===== src/rtl/sram_lane_pkg.sv =====
package sram_lane_pkg;

    typedef enum logic [2:0] {
        ST_IDLE,
        ST_RD_ACCESS,
        ST_RD_FLOAT,
        ST_WR_SETUP,
        ST_WR_STROBE,
        ST_WR_HOLD
    } seq_state_t;

    // Clocks needed to cover a time in ns, never fewer than one.
    function automatic int unsigned wait_cycles(input int unsigned span_ns,
                                                input int unsigned period_ns);
        int unsigned q;
        q = (span_ns + period_ns - 1) / period_ns;
        return (q == 0) ? 1 : q;
    endfunction

endpackage


===== src/rtl/sram_wait_timer.sv =====
module sram_wait_timer #(
    parameter int unsigned CNT_W = 4
) (
    input  logic             clk,
    input  logic             rst_n,
    input  logic             load,
    input  logic [CNT_W-1:0] load_val,
    output logic             last
);

    logic [CNT_W-1:0] cnt_q;

    always_ff @(posedge clk or negedge rst_n) begin
        if (!rst_n) begin
            cnt_q <= '0;
        end else if (load) begin
            cnt_q <= load_val;
        end else if (cnt_q != '0) begin
            cnt_q <= cnt_q - 1'b1;
        end
    end

    assign last = (cnt_q == {{(CNT_W-1){1'b0}}, 1'b1});

endmodule


===== src/rtl/sram_read_capture.sv =====
module sram_read_capture #(
    parameter int unsigned LANES  = 2,
    parameter int unsigned LANE_W = 8
) (
    input  logic                    clk,
    input  logic                    rst_n,
    input  logic                    capture,
    input  logic [LANES-1:0]        lane_en,
    input  logic [LANES*LANE_W-1:0] dq_in,
    output logic [LANES*LANE_W-1:0] rdata,
    output logic                    rvalid
);

    for (genvar g = 0; g < LANES; g++) begin : g_lane
        always_ff @(posedge clk or negedge rst_n) begin
            if (!rst_n) begin
                rdata[g*LANE_W +: LANE_W] <= '0;
            end else if (capture) begin
                rdata[g*LANE_W +: LANE_W] <= lane_en[g] ? dq_in[g*LANE_W +: LANE_W] : '0;
            end
        end
    end

    always_ff @(posedge clk or negedge rst_n) begin
        if (!rst_n) rvalid <= 1'b0;
        else        rvalid <= capture;
    end

endmodule


===== src/rtl/sram_lane_ctrl.sv =====
module sram_lane_ctrl
    import sram_lane_pkg::*;
#(
    parameter int unsigned ADDR_W        = 16,
    parameter int unsigned LANES         = 2,
    parameter int unsigned LANE_W        = 8,
    parameter int unsigned CLK_PERIOD_NS = 4,
    parameter int unsigned RD_ACCESS_NS  = 10,
    parameter int unsigned WR_PULSE_NS   = 8,
    parameter int unsigned BUS_FLOAT_NS  = 5
) (
    input  logic                    clk,
    input  logic                    rst_n,
    input  logic                    host_req,
    input  logic                    host_we,
    input  logic [ADDR_W-1:0]       host_addr,
    input  logic [LANES*LANE_W-1:0] host_wdata,
    input  logic [LANES-1:0]        host_be,
    output logic                    host_ready,
    output logic [LANES*LANE_W-1:0] host_rdata,
    output logic                    host_rvalid,
    output logic                    mem_ce_n,
    output logic                    mem_oe_n,
    output logic                    mem_we_n,
    output logic [LANES-1:0]        mem_lane_n,
    output logic [ADDR_W-1:0]       mem_addr,
    output logic [LANES*LANE_W-1:0] mem_dq_out,
    input  logic [LANES*LANE_W-1:0] mem_dq_in,
    output logic                    mem_dq_oe
);

    localparam int unsigned DATA_W   = LANES * LANE_W;
    localparam int unsigned RD_CYC   = wait_cycles(RD_ACCESS_NS, CLK_PERIOD_NS);
    localparam int unsigned WR_CYC   = wait_cycles(WR_PULSE_NS, CLK_PERIOD_NS);
    localparam int unsigned TURN_CYC = wait_cycles(BUS_FLOAT_NS, CLK_PERIOD_NS);
    localparam int unsigned MAX_CYC  = (RD_CYC > WR_CYC)
                                     ? ((RD_CYC > TURN_CYC) ? RD_CYC : TURN_CYC)
                                     : ((WR_CYC > TURN_CYC) ? WR_CYC : TURN_CYC);
    localparam int unsigned CNT_W    = $clog2(MAX_CYC + 1);
    localparam logic [CNT_W-1:0] RD_LOAD   = RD_CYC[CNT_W-1:0];
    localparam logic [CNT_W-1:0] WR_LOAD   = WR_CYC[CNT_W-1:0];
    localparam logic [CNT_W-1:0] TURN_LOAD = TURN_CYC[CNT_W-1:0];

    seq_state_t          state_q, state_d;
    logic [ADDR_W-1:0]   addr_q;
    logic [DATA_W-1:0]   wdata_q;
    logic [LANES-1:0]    be_q;
    logic                accept;
    logic                tmr_load;
    logic [CNT_W-1:0]    tmr_val;
    logic                tmr_last;
    logic                capture;

    // State register
    always_ff @(posedge clk or negedge rst_n) begin
        if (!rst_n) state_q <= ST_IDLE;
        else        state_q <= state_d;
    end

    // Request latch, loaded only on acceptance
    always_ff @(posedge clk or negedge rst_n) begin
        if (!rst_n) begin
            addr_q  <= '0;
            wdata_q <= '0;
            be_q    <= '0;
        end else if (accept) begin
            addr_q  <= host_addr;
            wdata_q <= host_wdata;
            be_q    <= host_be;
        end
    end

    // Transitions and wait-timer loads
    always_comb begin
        state_d  = state_q;
        accept   = 1'b0;
        tmr_load = 1'b0;
        tmr_val  = '0;
        unique case (state_q)
            ST_IDLE: begin
                if (host_req) begin
                    accept = 1'b1;
                    if (host_we) begin
                        state_d = ST_WR_SETUP;
                    end else begin
                        state_d  = ST_RD_ACCESS;
                        tmr_load = 1'b1;
                        tmr_val  = RD_LOAD;
                    end
                end
            end
            ST_RD_ACCESS: begin
                if (tmr_last) begin
                    state_d  = ST_RD_FLOAT;
                    tmr_load = 1'b1;
                    tmr_val  = TURN_LOAD;
                end
            end
            ST_RD_FLOAT: begin
                if (tmr_last) state_d = ST_IDLE;
            end
            ST_WR_SETUP: begin
                state_d  = ST_WR_STROBE;
                tmr_load = 1'b1;
                tmr_val  = WR_LOAD;
            end
            ST_WR_STROBE: begin
                if (tmr_last) state_d = ST_WR_HOLD;
            end
            ST_WR_HOLD: begin
                state_d = ST_IDLE;
            end
            default: state_d = ST_IDLE;
        endcase
    end

    // Pin decode
    always_comb begin
        host_ready = 1'b0;
        mem_ce_n   = 1'b1;
        mem_oe_n   = 1'b1;
        mem_we_n   = 1'b1;
        mem_lane_n = '1;
        mem_dq_oe  = 1'b0;
        mem_addr   = addr_q;
        mem_dq_out = wdata_q;
        unique case (state_q)
            ST_IDLE:      host_ready = 1'b1;
            ST_RD_ACCESS: begin
                mem_ce_n   = 1'b0;
                mem_oe_n   = 1'b0;
                mem_lane_n = ~be_q;
            end
            ST_RD_FLOAT:  ;
            ST_WR_SETUP, ST_WR_HOLD: begin
                mem_ce_n   = 1'b0;
                mem_lane_n = ~be_q;
                mem_dq_oe  = 1'b1;
            end
            ST_WR_STROBE: begin
                mem_ce_n   = 1'b0;
                mem_we_n   = 1'b0;
                mem_lane_n = ~be_q;
                mem_dq_oe  = 1'b1;
            end
            default: ;
        endcase
    end

    assign capture = (state_q == ST_RD_ACCESS) && tmr_last;

    sram_wait_timer #(.CNT_W(CNT_W)) u_timer (
        .clk      (clk),
        .rst_n    (rst_n),
        .load     (tmr_load),
        .load_val (tmr_val),
        .last     (tmr_last)
    );

    sram_read_capture #(.LANES(LANES), .LANE_W(LANE_W)) u_capture (
        .clk     (clk),
        .rst_n   (rst_n),
        .capture (capture),
        .lane_en (be_q),
        .dq_in   (mem_dq_in),
        .rdata   (host_rdata),
        .rvalid  (host_rvalid)
    );

endmodule


===== config.mk =====
export PLATFORM = sky130hd
export DESIGN_NAME = sram_lane_ctrl
export DESIGN_NICKNAME = d
export VERILOG_FILES = /design/src/rtl/sram_lane_pkg.sv /design/src/rtl/sram_wait_timer.sv /design/src/rtl/sram_read_capture.sv /design/src/rtl/sram_lane_ctrl.sv
export SDC_FILE = /design/constraint.sdc
export NUM_CORES = 1
export LEC_CHECK = 0
export ABC_CLOCK_PERIOD_IN_PS = 2100
export BUFFER_PORTS_ARGS = -buffer_cell sky130_fd_sc_hd__buf_2
export CORE_UTILIZATION = 47
export DETAILED_ROUTE_END_ITERATION = 7
export GPL_TIMING_DRIVEN = 1
export HOLD_SLACK_MARGIN = 0.1
export PLACE_DENSITY = 0.8
export RECOVER_POWER = 25
export REMOVE_ABC_BUFFERS = 1
export SYNTH_ARGS = -nofsm -noshare
export SYNTH_HDL_FRONTEND = slang
export SYNTH_SLANG_ARGS = --single-unit

===== constraint.sdc =====
create_clock -name clk -period 2.1 [get_ports clk]
set_clock_uncertainty 0.05 [all_clocks]
set_input_delay 0.105 -clock clk [delete_from_list [all_inputs] [get_ports clk]]
set_output_delay 0.105 -clock clk [all_outputs]
set_load 0.01 [all_outputs]

; Yosys cells after proc, flatten, opt, wreduce, memory -nomap -nowiden
; Cells that the tools add are included.
[totals]
elab_cells = 53
output_inout_bits = 56
reg_bits = 56
in_bits = 54
[classes]
n_addsub = 1
n_bitwise = 1
eq_ne = 10
mux = 26
reduce_logical = 7
[op_table]
columns = operator, n
row1 = 2-to-1 mux 8 bit, 2
row2 = one-hot mux 3 bit (5 select lines), 1
row3 = 2-to-1 mux 2 bit, 7
row4 = 2-to-1 mux 3 bit, 4
row5 = 2-to-1 mux 1 bit, 10
row6 = inequality test 2 bit (second input constant), 4
row7 = equality test 3 x 2 -> 1 bit (second input constant), 2
row8 = equality test 3 bit (second input constant), 2
row9 = one-hot mux 2 bit (3 select lines), 1
row10 = AND reduction 4 bit, 1
row11 = nonzero test 2 bit, 2
row12 = OR reduction 4 bit, 1
row13 = equality test 3 x 1 -> 1 bit (second input constant), 1
row14 = logical NOT 3 bit, 1
row15 = one-hot mux 1 bit (3 select lines), 1
row16 = OR reduction 3 bit, 1
row17 = equality test 2 x 1 -> 1 bit (second input constant), 1
row18 = inverter 2 bit, 1
row19 = subtractor 2 x 1 -> 2 bit (second input constant), 1
row20 = logical AND 1 bit, 1

; Longest topological paths before layout
; Gate-level depths: netlist of the first run.
[depth]
depth_word = 4
ltp_mapped = 6
ltp_nobuf = 5

; Hierarchy
; Synthesis of the first run repeated with hierarchy kept, for this count alone.
[unflattened]
cells_unflattened = 183
hier_area_um2 = 2333.5
[by_module_without_submodules]
columns = mod, cells_per_inst, instances, seq_area_each_um2, area_each_um2
row1 = sram_lane_ctrl, 100, 1, 925.9, 1524.0
row2 = sram_read_capture, 70, 1, 425.4, 673.1
row3 = sram_wait_timer, 13, 1, 50.0, 136.4

; Worst setup path after synthesis of the first run
; OpenSTA, ideal clock, no wires.
[synth_path]
path_kind = reg-to-reg
startpoint = register state_q[1]
endpoint = register be_q[1]
slack_ns = 0.479
required_ns = 1.925
setup_ns = 0.125
path_stages_with_launch = 7
period_less_slack_ns = 1.621
n_path_buf = 3
t_arrival_ns = 1.446
cell_sequence = dfrtp_1 > buf_6 > nor3_4 > and2_4 > buf_12 > buf_12 > mux2_4
[synth_between]
elab_chain_len = 2
[synth_rtl]
columns = element, line_no
row1 = start: declaration, sram_lane_ctrl.sv:44  ; seq_state_t state_q, state_d;
row2 = start signal: assignment, sram_lane_ctrl.sv:57  ; else state_q <= state_d;
row3 = logical NOT 3 bit, sram_lane_ctrl.sv:79  ; unique case (state_q)
row4 = 2-to-1 mux 1 bit, sram_lane_ctrl.sv:79
row5 = end signal: assignment, sram_lane_ctrl.sv:69  ; be_q <= host_be;
row6 = end: declaration, sram_lane_ctrl.sv:47  ; logic [LANES-1:0] be_q;
; No other way between the ends.
; A chain may end at the register's enable or synchronous reset.

; Worst setup path after layout of the first run
[layout_path]
startpoint = register u_timer.cnt_q[0]
endpoint = register u_timer.cnt_q[0]
[layout_between]
elab_chain_len = 4
word_cells_on_any_way = 8
cone_classes = 1 x add/sub / 1 x eq/ne / 4 x mux / 2 x reduce/logical
[layout_rtl]
columns = element, line_no
row1 = start: declaration, sram_wait_timer.sv:11  ; logic [CNT_W-1:0] cnt_q;
row2 = start signal: assignment, sram_wait_timer.sv:17  ; cnt_q <= load_val;
row3 = start signal: assignment, sram_wait_timer.sv:19  ; cnt_q <= cnt_q - 1'b1;
row4 = equality test 2 x 1 -> 1 bit, sram_wait_timer.sv:23  ; assign last = (cnt_q == {{(CNT_W-1){1'b0}}, 1'b1});
row5 = 2-to-1 mux 1 bit, sram_lane_ctrl.sv:93  ; if (tmr_last) begin
row6 = one-hot mux 1 bit (3 select lines), sram_lane_ctrl.sv:79
row7 = 2-to-1 mux 2 bit or nonzero test 2 bit (tied branches), -
; Several ways; a longest one is shown, not always the timed one. The select of a mux whose other input is x is not followed.

==> flow_summary.ini, run 1 <==
[outcome]
status = finished clean

[detailed_routing]
vias_per_cell = 4.73
drt-total-wl_um = 5940
drc = 0
drt_first_iter_violations = 76
wire_per_inst_um = 14.3
vias = 1962
dr.pass1.iters = 4
ant_nets = 0

[placed_design]
placed_cell_area_sq_um = 2990
dp.cells = 353
io_buffers = 109
finalWeightedCongestion = 0.758
dp_hpwl_um = 3570

[clocking]
cts_sinks = 56
numCtsBuffers = 5
clkLatencyLatePin_ns = 0.30
postCtsResizedCells = 0
clk_pin_slew_ns = 0.10
cts_buffer_depth = 2
cts-root-buf = clkbuf_8
cts_tree = built
post_cts_buffers = 0
h-tree-depth = 2
cts_hold_buf = 54

[setup_path]
start_kind = register
arrival_ns = 1.95
timing.rr.end = u_timer.cnt_q[0]
critPathMaxFanout = 6
path_class = reg -> reg
reg2reg_from = u_timer.cnt_q[0]
cp.required_ns = 2.29
rrSetupSlack_ns = 0.35
r2r_cells = 4
cp-end-kind = register

[timing]
min_period_over_period_pct = 83.4
fmaxAchievable_ghz = 0.571
tns_ns = 0
slew_headroom_pct = 52.9
rsz0062_at_grt = false
final.min_clock_period_ns = 1.75
finalSetupViolCount = 0
hold_viol = 0
worst_pin_slew_ns = 0.706
drv_slew = 0

[synth]
ys_seq_area_share_pct = 57.6
ys_async_sr_fraction_pct = 100
synth-edff-count = 0
synthDistinctLibCells = 23
synth_area_sq_um = 2430
yosys_warnings = 0
syn_inst = 184
synth-main-ff-cell = dfrtp_1
synth_area_leaders = dfrtp_1 (58%), mux2_4 (19%), nand2_1 (5.9%)
yosysTopAreaCell = dfrtp_1
yosysMostFrequentCell = dfrtp_1
netlist.area_leader.share_pct = 57.6
ys_ff_latch = 56
synthTopCellsByCount = dfrtp_1 (56), nand2_1 (38), mux2_4 (30)
synth_area_per_cell_sq_um = 13.2

[grt]
antenna_found_initial = 0
overflow = 0
grt_util_all_layers_pct = 22.9
grt_start_max_net_pins = 57
grt_pass1_wl_um = 9250
first_global_vias = 1992

[final_layout]
drive_gt1_share_pct = 33.0
finalNetCount = 403
design_area_sq_um = 3570
antenna_cells = 0
layoutNonFillerInstCount = 415
area_growth_pct = 46.7

[die]
start_util_pct = 50.2
die_w_um = 73.9
dieArea_sq_um = 5470
io_pins = 110
coreArea_sq_um = 4850
rows = 25
die_height_um = 73.9

[hold_path]
hp-class = in -> async

[pwr]
power.leakage_nw = 1.71
p_per_area_nw_per_um2 = 1330
vdd_drop_max_mv = 0.689

[run]
cap_violations = 0
-- final cells by class --
class / count / area (sq um)
Fill cell: 339 / 1280
Inverter: 5 / 18.8
Sequential cell: 56 / 1400
Clock buffer: 5 / 68.8
Clock inverter: 3 / 23.8
Timing Repair Buffer: 166 / 1070
Multi-Input combinational cell: 113 / 902
Tap cell: 67 / 83.8
-- layout by cell type, fill, tap and decap left out, drive strengths merged --
cell type,synthesis,final
xnor2,1,1
o21ai,19,19
nand2b,3,3
nor2b,1,1
mux2,34,34
nor3,1,1
o32a,1,1
a21oi,4,4
clkbuf,3,47
o211ai,2,2
nor2,3,3
nand4bb,1,1
dfrtp,56,56
buf,7,70
ha,2,2
clkinvlp,0,2
or2b,1,1
and2,1,1
nand2,38,38
o2bb2ai,1,1
inv,5,5
dlygate4sd3,0,54
clkinv,0,1
-- worst max path at each step --
stage | end | cells after the start | slack (ns) | start
3_5_place_dp | mem_dq_out[1] | 4 | 0.39 | state_q[1]
3_3_place_gp | mem_dq_out[2] | 4 | 0.43 | state_q[1]
2_1_floorplan | u_capture.rdata[0] | 5 | 0.29 | u_timer.cnt_q[1]
4_1_cts | u_timer.cnt_q[0] | 4 | 0.34 | u_timer.cnt_q[0]
6_report | u_timer.cnt_q[0] | 4 | 0.35 | u_timer.cnt_q[0]
5_1_grt | u_timer.cnt_q[0] | 4 | 0.21 | state_q[0]
-- sequential cells by signal (all words and copies together), names as in the netlist --
register          cells
u_capture.rvalid      1
state_q               3
mem_addr             16
be_q                  2
u_timer.cnt_q         2
mem_dq_out           16
u_capture.rdata      16
-- layer usage --
| layer | GRT usage (%) | up-vias | wire length (um) |
|---|---|---|---|
| met4 | 5.98 | 0 | 55 |
| met3 | 5.83 | 4 | 291 |
| li1 | - | 943 | - |
| met1 | 26.6 | 950 | 2410 |
| met5 | 0 | - | 0 |
| met2 | 41.9 | 65 | 3180 |
-- critical path, cell delays in order, from the launching register on --
cell	delay, ns
dfrtp_1	0.42
ha_1	0.28
o21ai_0	0.26
o2bb2ai_1	0.14
dlygate4sd3_1	0.55
-- where the power goes --
group          internal [W]  leakage (nW)  switching, W
clock              0.000237        0.0404      0.000356
combinational       0.00114         0.983       0.00101
sequential          0.00160         0.684      0.000385
-- cell families (layout without fill, tap and decap cells) --
| logic type | after synthesis | count (layout) | share of synthesized area [%] |
|---|---|---|---|
| muxes | 34 | 34 | 20.4 |
| adders and majority gates | 2 | 2 | 1.03 |
| AOI/OAI and AO/OA | 27 | 27 | 6.17 |
| buffers and inverters | 15 | 179 | 5.30 |
| DFF | 56 | 56 | 57.6 |
| and+or+nand+nor | 49 | 49 | 9.16 |
| xor gates and xnor gates | 1 | 1 | 0.360 |
-- through the flow --
step           hold WS (ns)  power (W)  utilization [%]  setup WS [ns]
2_1_floorplan        -0.241    0.00327                -          0.291
5_1_grt               0.464    0.00509             73.6          0.212
6_report              0.418    0.00473             73.6          0.349
3_5_place_dp          0.233    0.00412             61.6          0.389
3_3_place_gp          0.225    0.00404             61.6          0.430
4_1_cts               0.426    0.00483             74.7          0.341
(Power assumes the default switching activity.)
==> inputs of run 2 (changes only) <==
ABC_CLOCK_PERIOD_IN_PS = 1700   (was 2100)
clock period = 1.7 ns   (was 2.1 ns; I/O delays follow)
==> flow_summary.ini, run 2 (synthesized netlist as in run 1, its figures left out) <==
[clocking]
clk_pin_slew_ns = 0.09
h-tree-depth = 2
cts_tree = built
clkLatencyLatePin_ns = 0.30
cts_sinks = 56
cts_buffer_depth = 2
numCtsBuffers = 5
cts-root-buf = clkbuf_8

[pwr]
p_per_area_nw_per_um2 = 1650
vdd_drop_max_mv = 0.918
power.leakage_nw = 1.81
p_total_w = 0.00604

[setup_path]
cp_num_buf_inv = 2
timing.rr.end = mem_dq_out[1]
arrival_ns = 1.49
critPathMaxFanout = 8
critPathMaxStageDelay_ns = 0.42
slowest_stage = dfrtp_1
path_class = reg -> out
rrSetupSlack_ns = 0.13
start_kind = register
crit_path_cell_trace = buf_4, or2b_4, o21ai_4, nand2_1, buf_2
critical-path-top-delay-family = flip-flops
r2r_cells = 4
reg2reg_from = state_q[2]
cp-end-kind = output pin
cp.required_ns = 1.56

[grt]
first_global_vias = 1973
grt_pass1_wl_um = 9380
grt_util_all_layers_pct = 23.1
antenna_found_initial = 0
overflow = 0
grt_start_max_net_pins = 35

[die]
dieArea_sq_um = 5470
die_height_um = 73.9
start_util_pct = 50.2
io_pins = 110
coreArea_sq_um = 4850
die_w_um = 73.9
rows = 25

[hold_path]
hp-class = in -> async

[detailed_routing]
vias = 1948
drc = 0
dr.pass1.iters = 4
vias_per_cell = 4.67
met3RoutedLength_um = 326
drt_first_iter_violations = 93
wire_per_inst_um = 14.9
route.met2.wl_um = 3210
drt-total-wl_um = 6200
wl_met1_um = 2550
ant_nets = 0
highest_layer = met4

[final_layout]
area_growth_pct = 50.7
layout_commonest_cell = buf_2
finalNetCount = 405
drive_gt1_share_pct = 40.9
utilization_pct = 75.6
register_area_sq_um = 1400
most-common-layout-cells = buf_2 (89), dfrtp_1 (55), dlygate4sd3_1 (53)
antenna_cells = 0
num-fill-cells = 315
multi_input_area_sq_um = 917
layoutNonFillerInstCount = 417

[placed_design]
finalWeightedCongestion = 0.869
io_buffers = 109
dp.cells = 356
dp_hpwl_um = 3700
post-place-ws_ns = 0.144

[timing]
finalSetupViolCount = 0
setup_ws_ns = 0.0748
rsz0062_at_grt = false
final.min_clock_period_ns = 1.63
min_period_over_period_pct = 95.6
slew_headroom_pct = 64.6
drv_slew = 0
fmaxAchievable_ghz = 0.615
worst_pin_slew_ns = 0.530
hold_viol = 0
whs_ns = 0.232

[run]
cap_violations = 0

[outcome]
status = finished clean
-- run 2: final cells by class --
| class | count | share of cell area, % |
|---|---|---|
| flip-flops and latches | 56 | 38.3 |
| inverters | 5 | 0.512 |
| clock inverters | 2 | 0.410 |
| clock buffers | 6 | 2.25 |
| well taps | 67 | 2.29 |
| multi-input cells | 113 | 25.0 |
| repair buffers | 168 | 31.3 |
-- run 2: report_power, final --
part	switching [W]	internal, W	total, W
Clock	0.000409	0.000330	0.000739
Combinational	0.00134	0.00154	0.00288
Sequential	0.000444	0.00198	0.00242
Total	0.00220	0.00385	0.00604
-- run 2: metal layers --
layer | up-vias | global-route usage (%)
met5 | - | 0
met4 | 0 | 7.26
met3 | 10 | 5.56
met2 | 72 | 41.3
met1 | 916 | 27.5
li1 | 950 | -
-- run 2: worst register-to-register path, delay by kind of cell (launching register included) --
kind / cells / cell delay [ns]
multiplexers: 1 / 0.36
buffers and inverters: 1 / 0.18
AND/OR/NAND/NOR: 2 / 0.39
flip-flops: 1 / 0.49
-- run 2: worst max path at each step --
stage	endpoint	slack [ns]	start	depth (start not counted)
floorplan	u_capture.rdata[0]	-0.11	u_timer.cnt_q[1]	5
global placement	mem_dq_out[1]	0.20	state_q[2]	4
detailed placement	mem_dq_out[2]	0.14	state_q[2]	4
CTS	mem_lane_n[0]	0.07	state_q[1]	5
global route	mem_lane_n[0]	0.02	state_q[1]	5
finish	mem_lane_n[0]	0.07	state_q[1]	5
-- run 2: metrics by stage --
step	area [sq um]	TNS (ns)
2_1_floorplan	2320	-2.75
3_3_place_gp	3050	0
3_5_place_dp	3050	0
4_1_cts	3680	0
5_1_grt	3670	0
6_report	3670	0
-- run 2: repair_timing --
action,CTS,global route
endpoints found under the setup margin,3,1
hold endpoints to repair,74,0
hold buffers,53,0
cloned,0,0
setup buffers,0,0
gates resized for setup,2,3
==> inputs of run 3 (changes only) <==
PLACE_DENSITY = not set   (was 0.8)
PLACE_DENSITY_LB_ADDON = 0.25   (was not set)
==> flow_summary.ini, run 3 (synthesized netlist as in run 1, its figures left out) <==
[outcome]
status = finished clean

[clocking]
post_cts_buffers = 0
cts-root-buf = clkbuf_8
cts_sinks = 56
clk_pin_slew_ns = 0.09
cts_buffer_depth = 2
clkLatencyLatePin_ns = 0.30
numCtsBuffers = 5
h-tree-depth = 2
cts_tree = built

[final_layout]
layout_commonest_cell = buf_2
most-common-layout-cells = buf_2 (88), dfrtp_1 (56), dlygate4sd3_1 (53)
design_area_sq_um = 3690
num-fill-cells = 325
drive_gt1_share_pct = 40.3
finalNetCount = 407
area_growth_pct = 51.9

[placed_design]
dp_hpwl_um = 3770
io_buffers = 109
placed_cell_area_sq_um = 3070
finalWeightedCongestion = 0.730

[timing]
final.min_clock_period_ns = 1.60
tns_ns = 0
rsz0062_at_grt = false
worst_pin_slew_ns = 0.595
finalSetupViolCount = 0
slew_headroom_pct = 60.3
hold_viol = 0
drv_slew = 0
min_period_over_period_pct = 94.2
fmaxAchievable_ghz = 0.624

[pwr]
p_seq_share_pct = 39.3
netSwitchingFraction_pct = 34.8
power.leakage_nw = 1.83
power.internal_w = 0.00398
vdd_drop_max_mv = 0.801
comb_power_share_pct = 47.1
switchingPower_w = 0.00213
p_per_area_nw_per_um2 = 1650
power_frac_clock_pct = 13.6

[detailed_routing]
dr.pass1.iters = 4
vias_per_cell = 4.71
wire_per_inst_um = 13.9
ant_nets = 0
drt_first_iter_violations = 61
drt-total-wl_um = 5830
drc = 0
vias = 1978

[grt]
use_met2_pct = 38.9
use_met3_pct = 5.15
grt_start_max_net_pins = 35
overflow = 0
met1_usage_pct = 26.3
antenna_found_initial = 0
gr-max-usage-layer = met2
first_global_vias = 2039
grt_util_all_layers_pct = 22.4
grt_pass1_wl_um = 9340

[die]
start_util_pct = 50.2
rows = 25
die_height_um = 73.9
io_pins = 110
dieArea_sq_um = 5470
coreArea_sq_um = 4850
die_w_um = 73.9

[setup_path]
critPathMaxFanout = 8
cp_num_buf_inv = 2
critPathMaxStageDelay_ns = 0.42
start_kind = register
arrival_ns = 1.47
critical-path-top-delay-family = flip-flops
crit_path_cell_trace = buf_4, or2b_1, o21ai_2, nand2_1, buf_2
cp-end-kind = output pin
slowest_stage = dfrtp_1
path_class = reg -> out
cp.required_ns = 1.56

[run]
cap_violations = 0

[hold_path]
hp-class = in -> async
[run 3: worst reg2reg max path: stages, from the launching register on]
cell,delay (ns)
dfrtp_1,0.42
nor3_4,0.21
and2_4,0.23
buf_12,0.17
mux2_2,0.34
[run 3: final timing paths]
path | start | slack [ns] | end | cells past startpoint
worst max-delay path | state_q[1] | 0.1 | mem_lane_n[1] | 5
worst min-delay path | rst_n | 0.27 | u_capture.rdata[12] | 2
worst max register to register | state_q[1] | 0.18 | be_q[0] | 4
worst min register to register | u_capture.rdata[2] | 0.44 | u_capture.rdata[2] | 2
max in group asynchronous | rst_n | 0.76 | mem_dq_out[1] | 3
min in group clk | u_capture.rdata[2] | 0.44 | u_capture.rdata[2] | 2
[run 3: cell type report]
class                      instances  area [sq um]  area share [%]
antenna                            1          2.50          0.0678
clock buffer                       6          72.6            1.96
clock inverter                     2          35.0           0.949
inverter                           5          18.8           0.508
multi-input combinational        113           906            24.5
sequential                        56          1400            37.9
tap                               67          83.8            2.27
timing repair buffer             170          1170            31.8
[run 3: through the flow]
stage / utilization (%) / hold slack, ns / worst slack, ns / power, W / std cells
after CTS: 76.6 / 0.265 / 0.00854 / 0.00617 / 419
after global placement: 63.4 / 0.0505 / 0.213 / 0.00513 / 358
after detailed placement: 63.4 / 0.0505 / 0.176 / 0.00523 / 358
after global routing: 76.1 / 0.326 / 0.0173 / 0.00654 / 419
final: 76.2 / 0.266 / 0.0979 / 0.00610 / 420
after floorplan: - / -0.261 / -0.109 / 0.00404 / 174
[run 3: routing by layer]
metal / vias up / wire (um)
met2: 68 / 2980
met1: 947 / 2370
li1: 949 / -
met4: 0 / 148
met3: 14 / 327
met5: - / 0
[run 3: what timing repair did]
action                                 CTS  global route
pin swaps                                0             0
resized for setup                        1             1
endpoints found under the hold margin   74             0
setup endpoints to repair                1             3
hold buffers                            53             0
[run 3: power by group through the flow]
stage / Clock [W] / Combinational, W / Sequential, W
floorplan: 0 / 0.00138 / 0.00266
global placement: 0 / 0.00274 / 0.00239
detailed placement: 0 / 0.00283 / 0.00240
CTS: 0.000858 / 0.00293 / 0.00238
global route: 0.000902 / 0.00315 / 0.00248
finish: 0.000830 / 0.00287 / 0.00240
